==> config.mk <==
export PLATFORM = sky130hd
export DESIGN_NAME = varlat_slave
export DESIGN_NICKNAME = d
export VERILOG_FILES = /design/src/rtl/vls_pkg.sv /design/src/rtl/vls_capture.sv /design/src/rtl/vls_sched.sv /design/src/rtl/vls_store.sv /design/src/rtl/varlat_slave.sv
export SDC_FILE = /design/constraint.sdc
export NUM_CORES = 1
export LEC_CHECK = 0
export BUFFER_PORTS_ARGS = -buffer_cell sky130_fd_sc_hd__buf_2
export CAP_MARGIN = 20
export CORE_ASPECT_RATIO = 0.75
export CORE_MARGIN = 1
export CORE_UTILIZATION = 65
export DETAILED_ROUTE_END_ITERATION = 12
export PLACE_DENSITY = 0.83
export REMOVE_ABC_BUFFERS = 1
export SLEW_MARGIN = 20
export SYNTH_ARGS = -nofsm -noshare
export SYNTH_HDL_FRONTEND = slang
export SYNTH_HIERARCHICAL = 1
export SYNTH_SLANG_ARGS = --single-unit
==> constraint.sdc <==
create_clock -name clk -period 6.2 [get_ports clk]
set_input_delay 0.62 -clock clk [delete_from_list [all_inputs] [get_ports clk]]
set_output_delay 0.62 -clock clk [all_outputs]
set_load 0.1 [all_outputs]
==> src/rtl/vls_pkg.sv <==
package vls_pkg;

    typedef enum logic {
        KIND_RD = 1'b0,
        KIND_WR = 1'b1
    } kind_e;

    // Any enable or address-valid pulse opens a request.
    function automatic logic is_req(input logic en, input logic av);
        return en | av;
    endfunction

    // Address-valid marks a read; enable alone marks a write.
    function automatic kind_e kind_of(input logic av);
        return av ? KIND_RD : KIND_WR;
    endfunction

endpackage

==> src/rtl/vls_capture.sv <==
module vls_capture
    import vls_pkg::*;
#(
    parameter int ADDR_W = 4,
    parameter int DATA_W = 32
) (
    input  logic              req_en,
    input  logic              req_addr_vld,
    input  logic [ADDR_W-1:0] req_addr,
    input  logic [DATA_W-1:0] req_wdata,
    output logic              new_vld,
    output kind_e             new_kind,
    output logic [ADDR_W-1:0] new_addr,
    output logic [DATA_W-1:0] new_wdata
);

    always_comb begin
        new_vld   = is_req(req_en, req_addr_vld);
        new_kind  = kind_of(req_addr_vld);
        new_addr  = req_addr;
        new_wdata = req_wdata;
    end

endmodule

==> src/rtl/vls_sched.sv <==
module vls_sched
    import vls_pkg::*;
#(
    parameter int ADDR_W = 4,
    parameter int DATA_W = 32,
    parameter int LAT_W  = 4
) (
    input  logic              clk,
    input  logic              rst,
    input  logic [LAT_W-1:0]  lat_cfg,
    input  logic              new_vld,
    input  kind_e             new_kind,
    input  logic [ADDR_W-1:0] new_addr,
    input  logic [DATA_W-1:0] new_wdata,
    output logic              done,
    output kind_e             act_kind,
    output logic [ADDR_W-1:0] act_addr,
    output logic [DATA_W-1:0] act_wdata,
    output logic              ovf
);

    typedef struct packed {
        kind_e             kind;
        logic [ADDR_W-1:0] addr;
        logic [DATA_W-1:0] wdata;
    } slot_t;

    localparam logic [LAT_W-1:0] LAT_ONE = LAT_W'(1);

    slot_t            act_q, que_q, new_slot;
    logic             act_vld, que_vld, ovf_q;
    logic [LAT_W-1:0] rem_q, lat_eff;
    logic             fin;

    always_comb begin
        new_slot.kind  = new_kind;
        new_slot.addr  = new_addr;
        new_slot.wdata = new_wdata;
        lat_eff        = (lat_cfg == '0) ? LAT_ONE : lat_cfg;
        fin            = act_vld && (rem_q == LAT_ONE);
    end

    always_ff @(posedge clk) begin
        if (rst) begin
            act_vld <= 1'b0;
            que_vld <= 1'b0;
            ovf_q   <= 1'b0;
            rem_q   <= '0;
            act_q   <= '0;
            que_q   <= '0;
        end else if (fin || !act_vld) begin
            if (que_vld) begin
                act_q   <= que_q;
                rem_q   <= lat_eff;
                act_vld <= 1'b1;
                que_vld <= new_vld;
                if (new_vld) que_q <= new_slot;
            end else if (new_vld) begin
                act_q   <= new_slot;
                rem_q   <= lat_eff;
                act_vld <= 1'b1;
            end else begin
                act_vld <= 1'b0;
                rem_q   <= '0;
            end
        end else begin
            rem_q <= rem_q - LAT_ONE;
            if (new_vld) begin
                if (!que_vld) begin
                    que_q   <= new_slot;
                    que_vld <= 1'b1;
                end else begin
                    ovf_q <= 1'b1;
                end
            end
        end
    end

    assign done      = fin;
    assign act_kind  = act_q.kind;
    assign act_addr  = act_q.addr;
    assign act_wdata = act_q.wdata;
    assign ovf       = ovf_q;

    // countdown steps by one each cycle until completion
    p_count_down_r2: assert property (@(posedge clk) disable iff (rst)
        (act_vld && rem_q > LAT_ONE) |=> (act_vld && rem_q == $past(rem_q) - LAT_ONE));

    // an active request never holds a zero countdown
    p_rem_live_r2: assert property (@(posedge clk) disable iff (rst)
        act_vld |-> (rem_q != '0));

    // a queued request always sits behind an active one
    p_queue_behind_r6: assert property (@(posedge clk) disable iff (rst)
        que_vld |-> act_vld);

    // overflow flag is sticky
    p_ovf_sticky_r8: assert property (@(posedge clk) disable iff (rst)
        ovf_q |=> ovf_q);

endmodule

==> src/rtl/vls_store.sv <==
module vls_store #(
    parameter int ADDR_W = 4,
    parameter int DATA_W = 32
) (
    input  logic              clk,
    input  logic              rst,
    input  logic              we,
    input  logic [ADDR_W-1:0] addr,
    input  logic [DATA_W-1:0] wdata,
    output logic [DATA_W-1:0] rdata
);

    localparam int DEPTH = 1 << ADDR_W;

    logic [DATA_W-1:0] mem_q [DEPTH];

    always_ff @(posedge clk) begin
        if (rst) begin
            for (int i = 0; i < DEPTH; i++) mem_q[i] <= '0;
        end else if (we) begin
            mem_q[addr] <= wdata;
        end
    end

    assign rdata = mem_q[addr];

    // a completed write lands in the addressed word
    p_write_lands_r4: assert property (@(posedge clk) disable iff (rst)
        we |=> (mem_q[$past(addr)] == $past(wdata)));

endmodule

==> src/rtl/varlat_slave.sv <==
module varlat_slave
    import vls_pkg::*;
#(
    parameter int ADDR_W = 4,
    parameter int DATA_W = 32,
    parameter int LAT_W  = 4
) (
    input  logic              clk,
    input  logic              rst,
    input  logic [LAT_W-1:0]  lat_cfg,
    input  logic              req_en,
    input  logic              req_addr_vld,
    input  logic [ADDR_W-1:0] req_addr,
    input  logic [DATA_W-1:0] req_wdata,
    output logic              done,
    output logic [DATA_W-1:0] rd_data,
    output logic              ovf
);

    logic              new_vld;
    kind_e             new_kind, act_kind;
    logic [ADDR_W-1:0] new_addr, act_addr;
    logic [DATA_W-1:0] new_wdata, act_wdata, mem_rdata;
    logic              fin, store_we;

    vls_capture #(.ADDR_W(ADDR_W), .DATA_W(DATA_W)) u_capture (
        .req_en       (req_en),
        .req_addr_vld (req_addr_vld),
        .req_addr     (req_addr),
        .req_wdata    (req_wdata),
        .new_vld      (new_vld),
        .new_kind     (new_kind),
        .new_addr     (new_addr),
        .new_wdata    (new_wdata)
    );

    vls_sched #(.ADDR_W(ADDR_W), .DATA_W(DATA_W), .LAT_W(LAT_W)) u_sched (
        .clk       (clk),
        .rst       (rst),
        .lat_cfg   (lat_cfg),
        .new_vld   (new_vld),
        .new_kind  (new_kind),
        .new_addr  (new_addr),
        .new_wdata (new_wdata),
        .done      (fin),
        .act_kind  (act_kind),
        .act_addr  (act_addr),
        .act_wdata (act_wdata),
        .ovf       (ovf)
    );

    assign store_we = fin && (act_kind == KIND_WR);

    vls_store #(.ADDR_W(ADDR_W), .DATA_W(DATA_W)) u_store (
        .clk   (clk),
        .rst   (rst),
        .we    (store_we),
        .addr  (act_addr),
        .wdata (act_wdata),
        .rdata (mem_rdata)
    );

    assign done    = fin;
    assign rd_data = (fin && act_kind == KIND_RD) ? mem_rdata : '0;

    // data bus stays quiet outside completion cycles
    p_quiet_bus_r5: assert property (@(posedge clk) disable iff (rst)
        !done |-> (rd_data == '0));

endmodule

==> results of run 1 <==
## routing by layer
| layer | share of wire (%) | wire (microns) | up-vias |
|---|---|---|---|
| li1 | - | - | 6669 |
| met1 | 37 | 25000 | 7783 |
| met2 | 46 | 31500 | 1134 |
| met5 | 0 | 0 | - |
| met4 | 3.9 | 2690 | 0 |
| met3 | 13 | 9010 | 208 |
## stage by stage
stage	cell area [sq um]	utilization (%)	setup slack (ns)
final	29300	71.5	1.82
after CTS	29300	71.5	1.77
after floorplan	26100	-	-1.76
after global routing	29300	71.5	1.61
after global placement	27600	67.4	2.43
after detailed placement	27600	67.4	2.39
## cells by family (layout without fill, tap and decap cells)
group | after synthesis | in the layout
simple gates | 747 | 747
buf+inv | 205 | 223
flops | 593 | 593
mux | 202 | 202
compound gates | 112 | 112
other cells | 0 | 3
xor+xnor | 2 | 2
fa+ha+maj | 2 | 2
## registers in the layout, indices dropped and copies added, names as in the netlist, 4 cells and up
name / cells
u_sched/act_wdata: 32
u_sched/act_addr: 4
u_sched/que_q: 37
u_store/mem_q: 512
u_sched/rem_q: 4
## cells in the mapped netlist (3+ instances only)
cell type	instances
a211oi_1	37
a21oi_1	4
a22oi_1	66
and2_1	513
and3b_2	32
buf_12	3
buf_2	43
buf_4	39
buf_6	7
clkbuf_1	108
dfxtp_1	81
edfxtp_1	512
inv_1	5
mux2i_1	74
mux4_2	128
nand2_1	37
nand2b_1	76
nor2_1	52
nor2_2	3
nor3_2	3
or2_2	16
## tightest hold or removal path: stages
cell and delay (ns):
buf_2 0.11, nand2b_1 0.06, mux2i_1 0.06
## power by group through the flow
stage	Sequential, mW	Clock (mW)	Combinational (mW)
floorplan	4.75	0	0.628
finish	4.68	3.20	0.924
global route	4.70	3.37	0.969
detailed placement	4.76	0	0.907
global placement	4.74	0	0.888
CTS	4.68	3.21	0.912
## final cells by class
cell class | instances | area, sq um
sequential | 593 | 17000
fill | 2585 | 11700
multi-input combinational | 1065 | 9200
clock buffer | 87 | 1590
timing repair buffer | 116 | 706
tap | 561 | 702
clock inverter | 15 | 92.6
inverter | 5 | 18.8
antenna | 3 | 7.51
## worst max path at each step
stage	slack [ns]	endpoint	cells past startpoint	from
detailed placement	2.39	rd_data[9]	6	u_sched/act_addr[0]
global placement	2.43	rd_data[2]	6	u_sched/act_addr[0]
CTS	1.77	rd_data[9]	6	u_sched/act_addr[0]
floorplan	-1.76	u_store/mem_q[15][0]	3	u_sched/act_addr[0]
finish	1.82	rd_data[9]	6	u_sched/act_addr[0]
global route	1.61	rd_data[9]	6	u_sched/act_addr[0]
==> results.md, run 1 <==
* Synth cell types at 38
* Post-synthesis sequential area ratio at 62.5%
* R2R depth at 10
* R2r startpoint: u_sched/rem_q[1]
* CP peak stage delay at 0.86 ns
* Final setup violation count at 0
* Initial antenna violation count at 2
* Main combinational cell family by area after synthesis: simple AND/OR/NAND/NOR gates
* Xor/xnor share of the synthesized area at 0.0644%
* Ys async rst share at 0%
* Fin. max-slew vios at 0
* Postcts setup bufs at 0
* FP Rows at 64
* Die area at 0.0426 sq mm
* Slowest CP cell: buf_4
* Drt drc at 0
* Pin count of the biggest net entering global routing at 115
* Critical Path RT at 5.58 ns
* RSZ-0062 raised after global routing: no
* EDFF count, synth at 512
* Most frequent cells in the layout: and2_1 (513), edfxtp_1 (512), mux4_2 (128)
* Register bit total from synthesis at 593
* Switch Pwr at 2.15 mW
* Clock tree skew after final layout at 0.0158 ns
* F_max at 228 MHz
* Vias at 15800
* MaxCap Viol Count at 0
* M2 GR Usage at 51.5%
* Htree depth at 2
* Final antenna-violating net count at 0
* Clock share of power at 36.4%
* Global-route wire length before repair at 99800 microns
* Setup crit start kind: register
* Power Total at 8.80 mW
* Crit path max fanout at 48
* WL per Instance at 27.9 microns
* Initial Util at 66.3%
* Post-Synthesis Cells at 1863
* Cell Count, Final, Fillers Out at 2445
* Area growth syn-to-layout at 7.88%
* Worst-Margin Slew at 1.19 ns
* Worst endpoint data arrival time at 3.76 ns
* Synth area leader: edfxtp_1
* Port Buf Inserts at 77
* Cell area power density at 300 mW/mm^2
* Share of cells above drive strength 1 at 20.8%
* Hold Buf Count CTS at 0
* Maximum root-to-sink buffer count at 3
* Drt first pass iters at 5
* Busiest layer in global routing: met2
* Post-synth top area share at 56.6%
* Via density at 6.46
* Overflow left after global routing at 0
* Die width at 238 microns
* Crit Path Category: register to output port
* Met3 usage at 7.62%
* Largest cells by area after synthesis: edfxtp_1 (57%), and2_1 (12%), mux4_2 (11%)
* GPL Wtd Cong at 0.775
* Combinational Power Share at 10.5%
* Simple-Gate Fraction of Synth Area at 17.0%
* Crit. End Element: output port
* Cell depth of the worst hold path at 3
* Post-DP HPWL at 36000 microns
* Sw Share at 24.4%
* Hold EP: u_sched/que_q[1]
* I/O pins at 78
* Synth Area in Adders at 0.0921%
* Total track usage at 32.6%
* Setup TNS Final at 0 ns
* Warnings from Yosys at 6
* Mapped Area at 0.0272 sq mm
* CTS tree: done
* R2R setup slack at 2.55 ns
* CTS Buf Count at 54
* Post-route minimum period at 4.38 ns
* Cell family with most CP delay: buffers and inverters
* Crit-path cells: buf_4, mux4_2, a22oi_1, nand2_1, and3b_2, buf_2
* Resized Gates After CTS at 0
* Vias in the first global route at 15800
* Commonest non-fill, non-tap cell in the layout: and2_1
* Final Hold Viols at 0
* Clock latency on the worst-skew pair at 0.59 ns
* Core Area at 0.0410 sq mm
* Min-Delay Path Class: input pin to register
* Buf/Inv on CP at 2
* M1 GR Usage at 44.5%
* Routed WL at 68300 microns
* Multiplexer share of the synthesized area at 13.3%
* Peak supply drop at 0.000202 V
* Final net count at 1881
* Fin crit share at 70.7%
* Syn Area/Cell at 14.6 sq um
* Top FF cell, synth: edfxtp_1
* Worst slew margin at 20.5%
* Reg clk slew, reported paths at 0.07 ns
* Worst hold path startpoint: req_wdata[1]
* Int Pwr at 6.66 mW
* Sequential power share at 53.1%
* Status: complete, no violations
* Synth Area in Compound Gates at 3.04%
* Final hold slack at 0.300 ns
* Die span in y at 179 microns
* Root Driver: clkbuf_16
* Reg-to-Reg End: u_store/mem_q[4][10]
* Placed insts at 2340
* DR iter-0 viols at 2172
* CTS Sinks at 593
* P_leak at 10.8 nW
Note: power is estimated with default switching activity, not from simulation.
==> inputs of run 2 (changes only) <==
--- a/config.mk
+++ b/config.mk
@@ -9,9 +9,9 @@
 export CAP_MARGIN = 20
 export CORE_ASPECT_RATIO = 0.75
 export CORE_MARGIN = 1
-export CORE_UTILIZATION = 65
+export CORE_UTILIZATION = 62
 export DETAILED_ROUTE_END_ITERATION = 12
-export PLACE_DENSITY = 0.83
+export PLACE_DENSITY = 0.79
 export REMOVE_ABC_BUFFERS = 1
 export SLEW_MARGIN = 20
 export SYNTH_ARGS = -nofsm -noshare
==> constraint.sdc (replaced) <==
create_clock -name clk -period 4.5 [get_ports clk]
set_input_delay 0.45 -clock clk [delete_from_list [all_inputs] [get_ports clk]]
set_output_delay 0.45 -clock clk [all_outputs]
set_load 0.1 [all_outputs]
==> run 2 against run 1 <==
Net effect: register-to-register slack worse by 1.3 ns; die area up 4.8%; final cell count rose by 0.41%; via count shrank 2.0%; utilization fell by 3.7 points; clock-buffer cell count down 16; largest power group unchanged; highest routed layer unchanged; largest cell class unchanged.
==> results.md, run 2 (synthesis gave the netlist of run 1 again) <==
* Status: complete, no violations
* RSZ-0062 raised after global routing: no
* FILL cells at 2967
* Core Area at 0.0433 sq mm
* Clock tree skew after final layout at 0.0121 ns
* Initial antenna violation count at 0
* Global-route wire length before repair at 96300 microns
* Post-route cell area at 0.0294 sq mm
* Area growth syn-to-layout at 8.04%
* CP peak stage delay at 0.92 ns
* Cell family with most CP delay: flip-flops
* Power Total at 12.2 mW
* Cell area power density at 414 mW/mm^2
* Critical Path RT at 4.05 ns
* Maximum root-to-sink buffer count at 3
* Share of cells above drive strength 1 at 20.9%
* Worst endpoint data arrival time at 3.55 ns
* Reg clk slew, reported paths at 0.06 ns
* N_diodes at 0
* Final setup violation count at 0
* Initial Util at 62.8%
* GPL Wtd Cong at 0.791
* F_max at 250 MHz
* Final antenna-violating net count at 0
* DR iter-0 viols at 1706
* Port Buf Inserts at 77
* Vias in the first global route at 15600
* Setup crit start kind: register
* Crit path max fanout at 37
* Vias at 15500
* Crit-path cells: buf_12, mux4_2, a22oi_1, nand2_1, and3b_2, buf_2
* Met2 WL post-DR at 30800 microns
* WL per Instance at 26.4 microns
* Top routing layer in use: met4
* Worst-Margin Slew at 1.20 ns
* Die area at 0.0447 sq mm
* Largest Register: u_store/mem_q
* Post-route minimum period at 4.00 ns
* Routed metal-1 wirelength at 25900 microns
* CTS Sinks at 593
* Overflow left after global routing at 0
* Met3 wire length at 6640 microns
* Pin count of the biggest net entering global routing at 118
* Fin crit share at 89.0%
* CTS tree: done
* Slowest CP cell: dfxtp_4
* Min-Delay Path Class: input pin to register
* I/O pins at 78
* Peak supply drop at 0.000274 V
* Worst slew margin at 20.1%
* Die width at 244 microns
* Htree depth at 2
* Buf/Inv on CP at 2
* Final Hold Viols at 0
* Fin. max-slew vios at 0
* Drt first pass iters at 5
* Root Driver: clkbuf_16
* Total track usage at 29.4%
* Post-layout util at 67.9%
* FP Rows at 66
* Commonest non-fill, non-tap cell in the layout: and2_1
* Post-DP HPWL at 36600 microns
* Routed WL at 64900 microns
* Crit. End Element: output port
* Max reg flops at 512
* Die span in y at 183 microns
* Most frequent cells in the layout: and2_1 (513), edfxtp_1 (512), mux4_2 (128)
* Resized Gates After CTS at 0
* P_leak at 10.8 nW
* Final hold slack at 0.132 ns
* Hold Buf Count CTS at 0
* Postcts setup bufs at 0
* Via density at 6.31
* Final net count at 1884
* Clock latency on the worst-skew pair at 0.59 ns
* Post-DP Area at 0.0277 sq mm
* MaxCap Viol Count at 0
* Crit Path Category: register to output port
* Drt drc at 0
* CTS Buf Count at 55
run 2: worst min-delay path, stage by stage:
cell and delay, ns:
buf_2 0.10, nand2_1 0.06, a21oi_1 0.06
run 2: power breakdown:
group / total, mW / switching, mW / leakage [nW] / internal (mW)
Clock: 4.41 / 1.95 / 0.812 / 2.47
Sequential: 6.48 / 0.285 / 5.95 / 6.19
Combinational: 1.26 / 0.736 / 4.03 / 0.525
run 2: final cells by class:
type	count	area [sq um]	share of cell area, %
Clock inverter	25	188	0.639
Sequential cell	593	17000	57.9
Tap cell	578	723	2.46
Timing Repair Buffer	118	758	2.58
Inverter	5	18.8	0.0639
Multi-Input combinational cell	1065	9200	31.3
Clock buffer	71	1480	5.04
run 2: final timing paths:
check / start / to / slack [ns] / cells after the start
setup / recovery: u_sched/act_addr[0] / rd_data[29] / 0.50 / 6
hold / removal: lat_cfg[1] / u_sched/rem_q[1] / 0.13 / 3
setup reg to reg: u_sched/rem_q[1] / u_store/mem_q[11][0] / 1.27 / 9
hold reg to reg: u_sched/que_q[20] / u_sched/que_q[20] / 0.47 / 2
run 2: stage by stage:
step | cells | TNS, ns | setup slack (ns)
3_3_place_gp | 2358 | 0 | 1.11
3_5_place_dp | 2359 | 0 | 1.09
4_1_cts | 2455 | 0 | 0.485
2_1_floorplan | 1663 | -2896.36 | -3.46
6_report | 2455 | 0 | 0.496
5_1_grt | 2455 | 0 | 0.367
run 2: routing by layer:
layer | vias to the layer above | GRT usage [%]
li1 | 6681 | -
met1 | 7822 | 41.3
met2 | 866 | 46.8
met3 | 113 | 6.07
met4 | 0 | 9.08
met5 | - | 0
==> inputs of run 3 (changes only) <==
--- a/config.mk
+++ b/config.mk
@@ -5,7 +5,7 @@
 export SDC_FILE = /design/constraint.sdc
 export NUM_CORES = 1
 export LEC_CHECK = 0
-export BUFFER_PORTS_ARGS = -buffer_cell sky130_fd_sc_hd__buf_2
+export BUFFER_PORTS_ARGS = -buffer_cell sky130_fd_sc_hd__buf_4
 export CAP_MARGIN = 20
 export CORE_ASPECT_RATIO = 0.75
 export CORE_MARGIN = 1
==> run 3 against run 2 <==
Net effect: the run now ends with design-rule violations left; final cell count up 0.98%; largest power group unchanged; largest cell class unchanged; sequential share of layout area down 0.72 points; global-route usage up 1.2 points; total power up 1.3%; clock-buffer cell count up 8; utilization up 0.85 points.
==> results.md, run 3 (synthesis gave the netlist of run 1 again) <==
* Final hold slack at 0.129 ns
* CTS Sinks at 593
* Switch Pwr at 3.06 mW
* Fin crit share at 82.2%
* Overflow left after global routing at 0
* Maximum root-to-sink buffer count at 3
* Max reg flops at 512
* Fin. max-slew vios at 0
* Reg-to-Reg End: u_store/mem_q[0][31]
* Cell depth of the worst hold path at 3
* Core Area at 0.0433 sq mm
* Final antenna-violating net count at 0
* MaxCap Viol Count at 0
* N_diodes at 0
* Post-DP Area at 0.0280 sq mm
* Drt drc at 1
* Vias in the first global route at 15900
* Htree depth at 2
* Initial Util at 62.8%
* Final net count at 1900
* Reg clk slew, reported paths at 0.06 ns
* Int Pwr at 9.26 mW
* Final setup violation count at 0
* Clock tree skew after final layout at 0.0131 ns
* R2r startpoint: u_sched/rem_q[1]
* FP Rows at 66
* Area growth syn-to-layout at 9.39%
* WL per Instance at 27.0 microns
* Hold EP: u_sched/rem_q[1]
* R2R setup slack at 1.28 ns
* Pin count of the biggest net entering global routing at 111
* Worst path depth at 6
* Worst-Margin Slew at 1.15 ns
* Initial antenna violation count at 2
* Via density at 6.33
* Drt first pass iters at 9
* Setup crit start kind: register
* Sequential power share at 52.6%
* Port Buf Inserts at 77
* Sw Share at 24.8%
* Commonest non-fill, non-tap cell in the layout: and2_1
* Crit. End Element: output port
* Postcts setup bufs at 0
* Routed WL at 67000 microns
* Final Hold Viols at 0
* Peak supply drop at 0.000329 V
* Most frequent cells in the layout: and2_1 (513), edfxtp_1 (512), buf_4 (128), mux4_2 (128), dfxtp_1 (78)
* Dpl ws at 1.33 ns
* Crit path max fanout at 55
* Worst endpoint data arrival time at 3.25 ns
* RSZ-0062 raised after global routing: no
* DR iter-0 viols at 1906
* I/O pins at 78
* Die area at 0.0447 sq mm
* Cell family with most CP delay: flip-flops
* Die span in y at 183 microns
* Global-route wire length before repair at 99900 microns
* P_leak at 10.9 nW
* Seq. cell area at 0.0170 sq mm
* Root Driver: clkbuf_16
* Worst slew margin at 23.2%
* Multi-input gate area at 0.00920 sq mm
* Final setup margin at 0.803 ns
* Setup TNS Final at 0 ns
* Crit-path cells: buf_12, mux4_2, a22oi_1, nand2_1, and3b_2, buf_4
* Hold Buf Count CTS at 0
* Status: finished, violations left
* Post-route minimum period at 3.70 ns
* Buf/Inv on CP at 2
* Die width at 244 microns
* FILL cells at 2919
* Post-route cell area at 0.0297 sq mm
* R2R depth at 9
* Crit Path Category: register to output port
* CTS tree: done
* Total track usage at 30.6%
* Failing checks: design-rule violations
* Critical Path RT at 4.05 ns
* F_max at 270 MHz
* Combinational Power Share at 10.6%
* Post-DP HPWL at 39100 microns
* Largest Register: u_store/mem_q
* Min-Delay Path Class: input pin to register
* Clock share of power at 36.8%
* Resized Gates After CTS at 0
* Clock latency on the worst-skew pair at 0.60 ns
* Vias at 15700
* CTS Buf Count at 56
* Slowest CP cell: dfxtp_4
* Share of cells above drive strength 1 at 21.8%
* GPL Wtd Cong at 0.812
* Cell area power density at 414 mW/mm^2
* CP peak stage delay at 0.97 ns
* Worst hold path startpoint: lat_cfg[1]
-- run 3: area by class of cell --
| class | count | share of cell area (%) |
|---|---|---|
| Sequential cell | 593 | 57.2 |
| Tap cell | 578 | 2.43 |
| Multi-Input combinational cell | 1065 | 30.9 |
| Timing Repair Buffer | 133 | 3.57 |
| Clock buffer | 79 | 5.21 |
| Inverter | 5 | 0.0631 |
| Clock inverter | 26 | 0.610 |
-- run 3: worst reg2reg max path, delay by kind of cell, from the launching register on --
kind	cells	cell delay (ns)
and+or+nand+nor	6	1.85
buffers and inverters	2	0.56
DFF	1	0.32
adders and majority gates	1	0.13
-- run 3: how the worst max path moves through the flow --
stage	startpoint	endpoint	slack, ns
global route	u_sched/act_addr[1]	rd_data[13]	0.70
CTS	u_sched/act_addr[1]	rd_data[10]	0.83
detailed placement	u_sched/rem_q[1]	u_store/mem_q[3][15]	1.33
floorplan	u_sched/act_addr[0]	u_store/mem_q[15][0]	-3.46
global placement	u_sched/rem_q[1]	u_store/mem_q[3][15]	1.36
finish	u_sched/act_addr[1]	rd_data[24]	0.80
-- run 3: power groups by stage --
stage | clock network [mW] | registers (mW) | logic (mW)
floorplan | 0 | 6.54 | 0.866
global placement | 0 | 6.57 | 1.27
detailed placement | 0 | 6.59 | 1.29
CTS | 4.56 | 6.48 | 1.30
global route | 4.76 | 6.51 | 1.37
finish | 4.53 | 6.48 | 1.30
-- run 3: metal layers --
metal | wire length [microns] | part of all wire (%) | GRT usage, % | up-vias
met3 | 7860 | 12 | 6.37 | 139
met5 | 0 | 0 | 0 | -
met2 | 31100 | 46 | 47.8 | 986
met4 | 1980 | 2.9 | 9.60 | 0
met1 | 26100 | 39 | 43.6 | 7865
li1 | - | - | - | 6712
-- run 3: per-stage QoR --
stage / std cells / utilization [%] / power, mW
floorplan: 1663 / - / 7.41
global placement: 2374 / 64.7 / 7.84
detailed placement: 2374 / 64.7 / 7.88
CTS: 2479 / 68.7 / 12.3
global route: 2479 / 68.7 / 12.6
finish: 2479 / 68.7 / 12.3
